[src/rtl/cse_pkg.sv]
package cse_pkg;

    localparam int CSE_WIN    = 3;
    localparam int CSE_CODE_W = 10;
    localparam int CSE_X_W    = 11;
    localparam int CSE_Y_W    = 10;
    localparam int CSE_FAST_N = 8;
    localparam int CSE_TBL_N  = 11;

    localparam logic [CSE_CODE_W-1:0] CSE_CODE_MISS = 10'h3FF;
    localparam logic [CSE_CODE_W-1:0] CSE_SYM_BASE  = 10'h200;

    // Frequent shapes, index equals the emitted code
    localparam logic [8:0] CSE_FAST_SHAPES [CSE_FAST_N] = '{
        9'h001, 9'h003, 9'h009, 9'h011, 9'h00B, 9'h01B, 9'h007, 9'h1FF
    };

    // Fallback table, ascending popcount, most frequent first in a group
    localparam logic [8:0] CSE_TBL_SHAPES [CSE_TBL_N] = '{
        9'h002, 9'h008, 9'h004,
        9'h006, 9'h012, 9'h030,
        9'h013, 9'h01A, 9'h049,
        9'h036,
        9'h03F
    };

    localparam logic [CSE_CODE_W-1:0] CSE_TBL_CODES [CSE_TBL_N] = '{
        10'h010, 10'h011, 10'h012,
        10'h020, 10'h021, 10'h022,
        10'h030, 10'h031, 10'h032,
        10'h040,
        10'h060
    };

    typedef enum logic [1:0] {
        ST_IDLE   = 2'd0,
        ST_SEARCH = 2'd1,
        ST_HOLD   = 2'd2
    } cse_state_e;

endpackage

[src/rtl/cse_fast_coder.sv]
module cse_fast_coder #(
    parameter int WIN    = 3,
    parameter int CW     = 10,
    parameter int FAST_N = 8,
    localparam int NBITS = WIN * WIN,
    parameter logic [NBITS-1:0] FAST_SHAPES [FAST_N] = cse_pkg::CSE_FAST_SHAPES,
    parameter logic [CW-1:0] SYM_BASE = cse_pkg::CSE_SYM_BASE
) (
    input  logic [NBITS-1:0] bitmap,
    output logic             hit,
    output logic [CW-1:0]    code
);

    logic [NBITS-1:0]  lr_flip;
    logic [NBITS-1:0]  tb_flip;
    logic [FAST_N-1:0] list_eq;
    logic              symmetric;

    for (genvar r = 0; r < WIN; r++) begin : g_row
        for (genvar c = 0; c < WIN; c++) begin : g_col
            assign lr_flip[r*WIN+c] = bitmap[r*WIN+(WIN-1-c)];
            assign tb_flip[r*WIN+c] = bitmap[(WIN-1-r)*WIN+c];
        end
    end

    for (genvar i = 0; i < FAST_N; i++) begin : g_list
        assign list_eq[i] = (bitmap == FAST_SHAPES[i]);
    end

    assign symmetric = (lr_flip == bitmap) && (tb_flip == bitmap);

    always_comb begin
        hit  = 1'b0;
        code = '0;
        if (symmetric) begin
            hit  = 1'b1;
            code = SYM_BASE | CW'(bitmap);
        end
        // scanned downwards so the lowest list index wins over everything
        for (int i = FAST_N - 1; i >= 0; i--) begin
            if (list_eq[i]) begin
                hit  = 1'b1;
                code = CW'(i);
            end
        end
    end

endmodule

[src/rtl/cse_shape_table.sv]
module cse_shape_table #(
    parameter int NBITS = 9,
    parameter int CW    = 10,
    parameter int DEPTH = 11,
    parameter logic [NBITS-1:0] SHAPES [DEPTH] = cse_pkg::CSE_TBL_SHAPES,
    parameter logic [CW-1:0]    CODES  [DEPTH] = cse_pkg::CSE_TBL_CODES,
    localparam int IW  = $clog2(DEPTH + 1),
    localparam int PCW = $clog2(NBITS + 2)
) (
    input  logic [IW-1:0]    rd_idx,
    input  logic [PCW-1:0]   pop,
    output logic [NBITS-1:0] rd_shape,
    output logic [CW-1:0]    rd_code,
    output logic [IW-1:0]    grp_lo,
    output logic [IW-1:0]    grp_hi
);

    function automatic int entries_below(int k);
        int n = 0;
        for (int i = 0; i < DEPTH; i++) begin
            if ($countones(SHAPES[i]) < k) n++;
        end
        return n;
    endfunction

    logic [IW-1:0] grp_start [NBITS+2];

    for (genvar g = 0; g < NBITS + 2; g++) begin : g_start
        localparam int START_G = entries_below(g);
        assign grp_start[g] = IW'(START_G);
    end

    assign grp_lo = grp_start[pop];
    assign grp_hi = grp_start[pop + PCW'(1)];

    always_comb begin
        rd_shape = '0;
        rd_code  = '0;
        if (int'(rd_idx) < DEPTH) begin
            rd_shape = SHAPES[rd_idx];
            rd_code  = CODES[rd_idx];
        end
    end

    // Groups only work when the table is laid out by ascending popcount
    initial begin
        for (int i = 1; i < DEPTH; i++) begin
            assert_table_sorted_R4: assert ($countones(SHAPES[i-1]) <= $countones(SHAPES[i]))
                else $error("shape table not ordered by popcount at entry %0d", i);
        end
    end

endmodule

[src/rtl/cluster_shape_encoder.sv]
module cluster_shape_encoder
    import cse_pkg::*;
#(
    parameter int WIN    = CSE_WIN,
    parameter int X_W    = CSE_X_W,
    parameter int Y_W    = CSE_Y_W,
    parameter int CODE_W = CSE_CODE_W,
    parameter int FAST_N = CSE_FAST_N,
    parameter int TBL_N  = CSE_TBL_N,
    localparam int NBITS  = WIN * WIN,
    localparam int WORD_W = CODE_W + X_W + Y_W + 1,
    localparam int IW     = $clog2(TBL_N + 1),
    localparam int PCW    = $clog2(NBITS + 2),
    parameter logic [NBITS-1:0]  FAST_SHAPES [FAST_N] = CSE_FAST_SHAPES,
    parameter logic [NBITS-1:0]  TBL_SHAPES  [TBL_N]  = CSE_TBL_SHAPES,
    parameter logic [CODE_W-1:0] TBL_CODES   [TBL_N]  = CSE_TBL_CODES
) (
    input  logic              clk,
    input  logic              rst_n,
    input  logic              in_valid,
    output logic              in_ready,
    input  logic [NBITS-1:0]  in_bitmap,
    input  logic [X_W-1:0]    in_x,
    input  logic [Y_W-1:0]    in_y,
    input  logic              in_ovf,
    output logic              out_valid,
    input  logic              out_ready,
    output logic [WORD_W-1:0] out_data
);

    localparam logic [CODE_W-1:0] MISS_CODE = '1;

    cse_state_e state_q, state_d;

    logic [NBITS-1:0]  bm_q;
    logic [X_W-1:0]    x_q;
    logic [Y_W-1:0]    y_q;
    logic [IW-1:0]     idx_q;
    logic [IW-1:0]     hi_q;
    logic [WORD_W-1:0] word_q;

    logic              accept;
    logic [PCW-1:0]    pop_in;
    logic              fast_hit;
    logic [CODE_W-1:0] fast_code;
    logic [NBITS-1:0]  tbl_shape;
    logic [CODE_W-1:0] tbl_code;
    logic [IW-1:0]     grp_lo;
    logic [IW-1:0]     grp_hi;
    logic              tbl_match;
    logic              tbl_last;
    logic              direct_done;

    assign in_ready  = (state_q == ST_IDLE);
    assign out_valid = (state_q == ST_HOLD);
    assign out_data  = word_q;
    assign accept    = in_valid && in_ready;
    assign pop_in    = PCW'($countones(in_bitmap));

    cse_fast_coder #(
        .WIN        (WIN),
        .CW         (CODE_W),
        .FAST_N     (FAST_N),
        .FAST_SHAPES(FAST_SHAPES),
        .SYM_BASE   (CSE_SYM_BASE)
    ) u_fast (
        .bitmap(in_bitmap),
        .hit   (fast_hit),
        .code  (fast_code)
    );

    cse_shape_table #(
        .NBITS (NBITS),
        .CW    (CODE_W),
        .DEPTH (TBL_N),
        .SHAPES(TBL_SHAPES),
        .CODES (TBL_CODES)
    ) u_table (
        .rd_idx  (idx_q),
        .pop     (pop_in),
        .rd_shape(tbl_shape),
        .rd_code (tbl_code),
        .grp_lo  (grp_lo),
        .grp_hi  (grp_hi)
    );

    assign tbl_match   = (tbl_shape == bm_q);
    assign tbl_last    = ((idx_q + IW'(1)) == hi_q);
    assign direct_done = in_ovf || fast_hit || (grp_lo == grp_hi);

    // State register
    always_ff @(posedge clk or negedge rst_n) begin
        if (!rst_n) state_q <= ST_IDLE;
        else        state_q <= state_d;
    end

    // Transitions
    always_comb begin
        state_d = state_q;
        unique case (state_q)
            ST_IDLE:   if (accept) state_d = direct_done ? ST_HOLD : ST_SEARCH;
            ST_SEARCH: if (tbl_match || tbl_last) state_d = ST_HOLD;
            ST_HOLD:   if (out_ready) state_d = ST_IDLE;
            default:   state_d = ST_IDLE;
        endcase
    end

    // Captured cluster, search pointer and packed word
    always_ff @(posedge clk or negedge rst_n) begin
        if (!rst_n) begin
            bm_q   <= '0;
            x_q    <= '0;
            y_q    <= '0;
            idx_q  <= '0;
            hi_q   <= '0;
            word_q <= '0;
        end else begin
            unique case (state_q)
                ST_IDLE: begin
                    if (accept) begin
                        bm_q  <= in_bitmap;
                        x_q   <= in_x;
                        y_q   <= in_y;
                        idx_q <= grp_lo;
                        hi_q  <= grp_hi;
                        if (in_ovf || (!fast_hit && grp_lo == grp_hi))
                            word_q <= {MISS_CODE, in_x, in_y, 1'b1};
                        else if (fast_hit)
                            word_q <= {fast_code, in_x, in_y, 1'b0};
                    end
                end
                ST_SEARCH: begin
                    if (tbl_match)     word_q <= {tbl_code, x_q, y_q, 1'b0};
                    else if (tbl_last) word_q <= {MISS_CODE, x_q, y_q, 1'b1};
                    else               idx_q  <= idx_q + IW'(1);
                end
                default: ;
            endcase
        end
    end

    // Guards
    assert_hold_stable_R8: assert property (@(posedge clk) disable iff (!rst_n)
        (out_valid && !out_ready) |=> (out_valid && $stable(out_data)));

    assert_single_flight_R7: assert property (@(posedge clk) disable iff (!rst_n)
        (in_valid && in_ready) |=> !in_ready);

    assert_miss_code_R5: assert property (@(posedge clk) disable iff (!rst_n)
        (out_valid && out_data[0]) |-> (out_data[WORD_W-1 -: CODE_W] == MISS_CODE));

    assert_overflow_flag_R6: assert property (@(posedge clk) disable iff (!rst_n)
        (accept && in_ovf) |=> (out_valid && out_data[0]));

    assert_fast_one_cycle_R2: assert property (@(posedge clk) disable iff (!rst_n)
        (accept && !in_ovf && fast_hit) |=> (out_valid && !out_data[0]));

    assert_search_bounded_R4: assert property (@(posedge clk) disable iff (!rst_n)
        (state_q == ST_SEARCH) |-> (idx_q < hi_q));

endmodule

[config.mk]
export PLATFORM = sky130hd
export DESIGN_NAME = cluster_shape_encoder
export DESIGN_NICKNAME = d
export VERILOG_FILES = /design/src/rtl/cse_pkg.sv /design/src/rtl/cse_fast_coder.sv /design/src/rtl/cse_shape_table.sv /design/src/rtl/cluster_shape_encoder.sv
export SDC_FILE = /design/constraint.sdc
export NUM_CORES = 1
export LEC_CHECK = 0
export ABC_AREA = 1
export BUFFER_PORTS_ARGS = -buffer_cell sky130_fd_sc_hd__buf_2
export CAP_MARGIN = 5
export CORE_MARGIN = 2
export CORE_UTILIZATION = 30
export CTS_CLUSTER_DIAMETER = 50
export DETAILED_ROUTE_END_ITERATION = 8
export PLACE_DENSITY = 0.56
export SYNTH_ARGS = -nofsm -noshare
export SYNTH_HDL_FRONTEND = slang
export SYNTH_SLANG_ARGS = --single-unit
export TNS_END_PERCENT = 5
[constraint.sdc]
create_clock -name clk -period 2.4 [get_ports clk]
set_input_delay 0.48 -clock clk [delete_from_list [all_inputs] [get_ports clk]]
set_output_delay 0.48 -clock clk [all_outputs]
set_load 0.05 [all_outputs]
==> flow_summary.ini, run 1 <==
[setup_path]
critical_path.startpoint_type = input port
crit_slowest_cell = sky130_fd_sc_hd__fa_1
timing.critical_path.depth = 25
timing.critical_path.buf_inv = 7
worst_r2r_path_depth = 13
crit_path_max_fanout = 5
crit_arrival_ns = 4.54
timing_worst_setup_path_type = input port to flop
crit_path_frequent_cell = sky130_fd_sc_hd__fa_1
worst_path_dominant_cell_family = adder cells
critical_path.max_stage_delay_ns = 0.54
crit_path_end_kind = flop
worstPathRequired_ns = 2.63

[floorplanning]
core_area_sq_um = 14600
effective_utilization_at_floorplan = 0.308
ioPinCount = 69
core.rowCount = 44
die-area_sq_um = 16100
die_h_um = 127
fp.dieW_um = 127

[timing]
rsz_0062_raised_after_global_routing = true
fin_crit_ns = 4.32
finalClockSkew_ns = 0.00635
slew_viol_final = 0
final_min_period_over_clock_period = 1.80
timing.fmax_mhz = 232
tightestPinTransition_ns = 0.528
timing.final.ws_setup_ns = -1.92
slew_headroom = 0.648
finalSetupViolations = 42
hold_violations = 0

[synthesis]
netlist.area_leader.share = 0.399
syn-mean-instance-area_sq_um = 7.09
synth.yosys.warnings = 0
synthTopCellsByArea = sky130_fd_sc_hd__dfrtp_1, sky130_fd_sc_hd__nand2_1, sky130_fd_sc_hd__o21ai_0, sky130_fd_sc_hd__inv_1, sky130_fd_sc_hd__nand3_1
syn_inst = 637
yosys.area.top_type = sky130_fd_sc_hd__dfrtp_1
yosysSeqAreaShare = 0.399
syn-num-nets = 694
syn_area_sq_um = 4520
synth_cell_types = 37
synth.ff_latch_count = 72

[pwr]
vdd.ir_drop.worst_uv = 652
power.static_leakage_uw = 0.00321
power_density_over_cell_area_nw_per_um2 = 1510

[route]
avgViaCountPerCell = 4.48
detailroute.via_count = 4280
post_drt_wl_per_cell_um = 12.5
met3RoutedLength_um = 402
dr.pass1.iters = 4
detail_route.iter0.violations = 274
route.met2.wl_mm = 5.63
total_length_of_routed_wires_mm = 11.9
drc = 0
final_antenna_net_count = 0
wl_met1_mm = 5.76
dr.max_layer_used = met4

[grt]
global_route.overflow_total = 0
gr-usage-all-layers = 0.154
number_of_antenna_violations_at_the_first_check_in_global_routing = 0
pin_count_of_the_biggest_net_entering_global_routing = 43
grt_pass1_wl_mm = 20.0
first_global_vias = 4131

[clock_tree]
tritoncts_clock_tree = done
total_number_of_h_tree_levels = 3
hold_buffers = 0
cts_clk_pin_slew_worst_paths_ns = 0.06
ctsRootBufferMaster = sky130_fd_sc_hd__clkbuf_16
clock_path_buffers = 2
number_of_clock_buffers_inserted_by_tritoncts = 9
cts.sink_count = 72
clk_latency_ns = 0.34

[final_layout]
nNetsFinal = 824
most-common-layout-cells = sky130_fd_sc_hd__nand2_1, sky130_fd_sc_hd__dfrtp_1, sky130_fd_sc_hd__inv_1, sky130_fd_sc_hd__buf_2, sky130_fd_sc_hd__buf_4
flow.area_growth_from_synthesis_pct = 35.4
antenna_cells_inserted = 0
finish.cell_count_without_fillers = 956
post_route_cells_drive_above_1_share = 0.271
layout_commonest_cell = sky130_fd_sc_hd__nand2_1

[place]
place_hpwl_mm = 8.78
post-place-cells = 933
place_congestion = 0.882
placement.io_buffers = 68
place_ws_ns = -2.43

[outcome]
failing_checks = negative setup slack
status = finished with violations

[job]
max-cap-violations = 0

[hold_path]
hp-class = input port to asynchronous set/reset pin
worst paths after layout:
kind                         startpoint            to  slack, ns
setup / recovery           in_bitmap[0]  out_data[27]      -1.92
hold / removal                    rst_n       bm_q[7]       0.12
setup reg to reg               idx_q[0]  out_data[24]       0.01
hold reg to reg            out_data[21]  out_data[21]       0.47
max in group asynchronous         rst_n      idx_q[1]       1.74
min in group clk              out_ready    state_q[1]       0.31
through the flow:
step                TNS, ns  instance area (sq um)  hold slack [ns]  utilization  power [uW]
floorplan            -77.53                   4580            0.184            -        5850
global placement     -92.34                   5580            0.458        0.381        7320
detailed placement   -94.09                   5580            0.459        0.381        7360
CTS                  -72.72                   6030            0.143        0.411        9130
global route         -81.58                   6110            0.170        0.418       10000
finish               -73.62                   6110            0.123        0.418        9220
cell type report:
class                           count  area [sq um]
Timing Repair Buffer              140           973
Multi-Input combinational cell    463          2450
Fill cell                        1525          8530
Clock inverter                      6          92.6
Timing Repair inverter              1          8.76
Sequential cell                    72          1800
Clock buffer                       10           229
Inverter                           80           330
Tap cell                          184           230
report_power, final:
group | internal [uW] | switching [uW] | total [uW]
clock | 916 | 543 | 1460
combinational | 2010 | 3610 | 5620
sequential | 1810 | 330 | 2140
per-layer routing:
layer / up-vias / track usage
met4: 0 / 0.0440
met3: 11 / 0.0266
met5: - / 0
met1: 1950 / 0.212
met2: 62 / 0.249
li1: 2257 / -
logic make-up after synthesis:
group	Yosys count	synth area share
fa+ha+maj	22	0.0693
xor+xnor	7	0.0136
buf+inv	102	0.0922
flops	72	0.399
simple gates	346	0.322
compound gates	88	0.104
flip-flops by register name, summed over array words and instances (netlist names):
name and count:
idx_q 4, out_data 32, hi_q 4, bm_q 9, x_q 11, y_q 10, state_q 2
synth_stat cells, drive strengths merged:
cell type / number
nand3: 49
inv: 79
o21ai: 63
a21boi: 2
a31oi: 3
clkinv: 1
xor2: 5
xnor2: 2
nor2: 61
nor3: 5
a21oi: 11
nand4: 2
o211ai: 7
nor4: 1
nand2: 223
nand3b: 4
nor2b: 1
clkbuf: 12
fa: 5
ha: 17
o31ai: 1
dfrtp: 72
a22oi: 1
buf: 10
timing repair:
| item | CTS | global route |
|---|---|---|
| resized for setup | 28 | 15 |
| pin swaps | 11 | 4 |
| gates cloned | 1 | 1 |
| hold endpoints to repair | 0 | 0 |
| endpoints found under the setup margin | 42 | 42 |
| setup buffers | 3 | 2 |
Note: power is estimated with default switching activity, not from simulation.
==> run 2, diff against run 1 <==
--- a/config.mk
+++ b/config.mk
@@ -15,5 +15,6 @@
 export PLACE_DENSITY = 0.56
 export SYNTH_ARGS = -nofsm -noshare
 export SYNTH_HDL_FRONTEND = slang
+export SYNTH_HIERARCHICAL = 1
 export SYNTH_SLANG_ARGS = --single-unit
 export TNS_END_PERCENT = 5
==> flow_summary.ini, run 2 <==
[floorplanning]
ioPinCount = 69
die-area_sq_um = 16900
effective_utilization_at_floorplan = 0.304
core.rowCount = 46
die_h_um = 130
fp.dieW_um = 130
core_area_sq_um = 15700

[synthesis]
syn-mean-instance-area_sq_um = 7.44
dominantRegCellSynth = sky130_fd_sc_hd__dfrtp_1
syn_inst = 641
synthArstFlopShare = 1.00
synth_cell_types = 37
yosysSeqAreaShare = 0.378
syn_area_sq_um = 4770
synth.yosys.warnings = 6
synthTopCellsByCount = sky130_fd_sc_hd__nand2_1, sky130_fd_sc_hd__inv_1, sky130_fd_sc_hd__dfrtp_1
synthTopCellsByArea = sky130_fd_sc_hd__dfrtp_1, sky130_fd_sc_hd__nand2_1, sky130_fd_sc_hd__inv_1, sky130_fd_sc_hd__o21ai_2, sky130_fd_sc_hd__o21ai_0
yosys.area.top_type = sky130_fd_sc_hd__dfrtp_1
synth.ff_latch_count = 72
synth.most_common_cell = sky130_fd_sc_hd__nand2_1
synth_edf_count = 0
netlist.area_leader.share = 0.378

[job]
max-cap-violations = 0

[place]
place_hpwl_mm = 8.48
place_congestion = 0.806
place_ws_ns = -2.49
placement.io_buffers = 68

[final_layout]
flow.area_growth_from_synthesis_pct = 27.1
nNetsFinal = 805
most-common-layout-cells = sky130_fd_sc_hd__nand2_1, sky130_fd_sc_hd__inv_1, sky130_fd_sc_hd__dfrtp_1, sky130_fd_sc_hd__buf_2, sky130_fd_sc_hd__buf_4
final_core_utilization = 0.386
layout_commonest_cell = sky130_fd_sc_hd__nand2_1
antenna_cells_inserted = 0
largest_reg_flops = 32
fill_cells = 1712
post_route_cells_drive_above_1_share = 0.286

[timing]
hold_violations = 0
rsz_0062_raised_after_global_routing = true
finalClockSkew_ns = 0.00953
fin_worst_hold_slack_ns = 0.118
totalNegativeSetupSlack_ns = -79.52
finalSetupViolations = 42
final_min_period_over_clock_period = 1.87
tightestPinTransition_ns = 0.503
timing.fmax_mhz = 223
slew_headroom = 0.664
timing.final.ws_setup_ns = -2.09
fin_crit_ns = 4.49
slew_viol_final = 0

[setup_path]
crit_path_end_kind = flop
crit_path_max_fanout = 17
crit_arrival_ns = 4.71
critical_path.max_stage_delay_ns = 0.56
crit_slowest_cell = sky130_fd_sc_hd__fa_2
crit_path_frequent_cell = sky130_fd_sc_hd__nand2_1
worstPathRequired_ns = 2.62
crit_chain = buf_6, fa_1, inv_1, fa_1, fa_1, fa_2, fa_2, inv_4, ha_4, ha_4, inv_4, nand2_1, o21ai_1, nand2_1, inv_1, nand2_1, nand2_1, nor2_2, nand2_1, a22oi_2, nand2_4, buf_12, nand2_1, o21ai_2
timing_worst_setup_path_type = input port to flop
timing.reg2reg.setup_slack_ns = 0.06
critical_path.startpoint_type = input port

[route]
total_length_of_routed_wires_mm = 11.3
detailroute.via_count = 4111
avgViaCountPerCell = 4.24
dr.pass1.iters = 4
drc = 0
final_antenna_net_count = 0
detail_route.iter0.violations = 184
post_drt_wl_per_cell_um = 11.7

[outcome]
failing_checks = negative setup slack
status = finished with violations

[hold_path]
hp-class = input port to asynchronous set/reset pin

[pwr]
power_density_over_cell_area_nw_per_um2 = 1520
power.static_leakage_uw = 0.00319
power.share.switching = 0.495
internal_power_uw = 4650
combinationalPowerShare = 0.626
vdd.ir_drop.worst_uv = 482
clock_share_of_power = 0.135
netSwitchingPower_uw = 4560
p_seq_frac = 0.239

[clock_tree]
clock_path_buffers = 2
cts.sink_count = 72
tritoncts_clock_tree = done
ctsRootBufferMaster = sky130_fd_sc_hd__clkbuf_16
clk_latency_ns = 0.33
cts_setup_buffers = 0
number_of_clock_buffers_inserted_by_tritoncts = 9
total_number_of_h_tree_levels = 3
hold_buffers = 0
cts_clk_pin_slew_worst_paths_ns = 0.05

[grt]
gr-usage-all-layers = 0.139
pin_count_of_the_biggest_net_entering_global_routing = 38
number_of_antenna_violations_at_the_first_check_in_global_routing = 0
global_route.overflow_total = 0
grt_pass1_wl_mm = 18.8
first_global_vias = 3938
-- run 2: path summary, 6_finish.rpt --
| kind | from | end | cells past startpoint |
|---|---|---|---|
| setup / recovery | in_bitmap[0] | out_data[28] | 24 |
| hold / removal | rst_n | out_data[10] | 1 |
| setup reg to reg | idx_q[1] | out_data[28] | 14 |
| hold reg to reg | x_q[2] | x_q[2] | 2 |
| max in group asynchronous | rst_n | x_q[6] | 2 |
| min in group clk | in_x[9] | x_q[9] | 3 |
-- run 2: metal layers --
metal | GRT usage | vias up | share of wire
met5 | 0 | - | 0
met4 | 0.0500 | 0 | 0.017
met3 | 0.0230 | 14 | 0.032
met2 | 0.232 | 64 | 0.48
met1 | 0.183 | 1842 | 0.47
li1 | - | 2191 | -
-- run 2: cells by family after synthesis --
logic type               synth area share
AO/OA/AOI/OAI                       0.114
adder cells (fa/ha/maj)            0.0629
buffers and inverters               0.111
XOR/XNOR                           0.0220
flip-flops                          0.378
multiplexers                       0.0189
other                            0.000786
AND/OR/NAND/NOR                     0.293
-- run 2: power by group through the flow --
stage | Clock, uW | Combinational (uW) | Sequential (uW)
after global placement | 0 | 5420 | 2210
after global routing | 1340 | 6410 | 2270
final | 1240 | 5770 | 2200
after CTS | 1280 | 5570 | 2190
after detailed placement | 0 | 5480 | 2210
after floorplan | 0 | 3260 | 3080
-- run 2: repair_timing --
action / in CTS / in global routing
gates cloned: 0 / 2
resized for setup: 18 / 16
setup endpoints to repair: 42 / 42
hold endpoints to repair: 0 / 0
pin swaps: 5 / 4
-- run 2: critical path: cells and delay by family --
kind,cells,cell delay [ns]
AO/OA/AOI/OAI,3,0.27
buffers and inverters,6,0.47
AND/OR/NAND/NOR,8,0.67
adder cells (fa/ha/maj),7,2.80
-- run 2: cell type report --
cell class | instances | area [sq um] | share of cell area
Clock buffer | 14 | 264 | 0.0436
Inverter | 92 | 354 | 0.0584
Sequential cell | 72 | 1800 | 0.297
Multi-Input combinational cell | 457 | 2570 | 0.425
Timing Repair Buffer | 117 | 783 | 0.129
Clock inverter | 2 | 13.8 | 0.00227
Tap cell | 216 | 270 | 0.0446
-- run 2: stage by stage --
| stage | power [uW] | instances | instance area (sq um) |
|---|---|---|---|
| final | 9210 | 970 | 6060 |
| after global routing | 10000 | 970 | 6060 |
| after CTS | 9040 | 968 | 5970 |
| after detailed placement | 7690 | 952 | 5660 |
| after global placement | 7630 | 952 | 5660 |
| after floorplan | 6340 | 647 | 4840 |
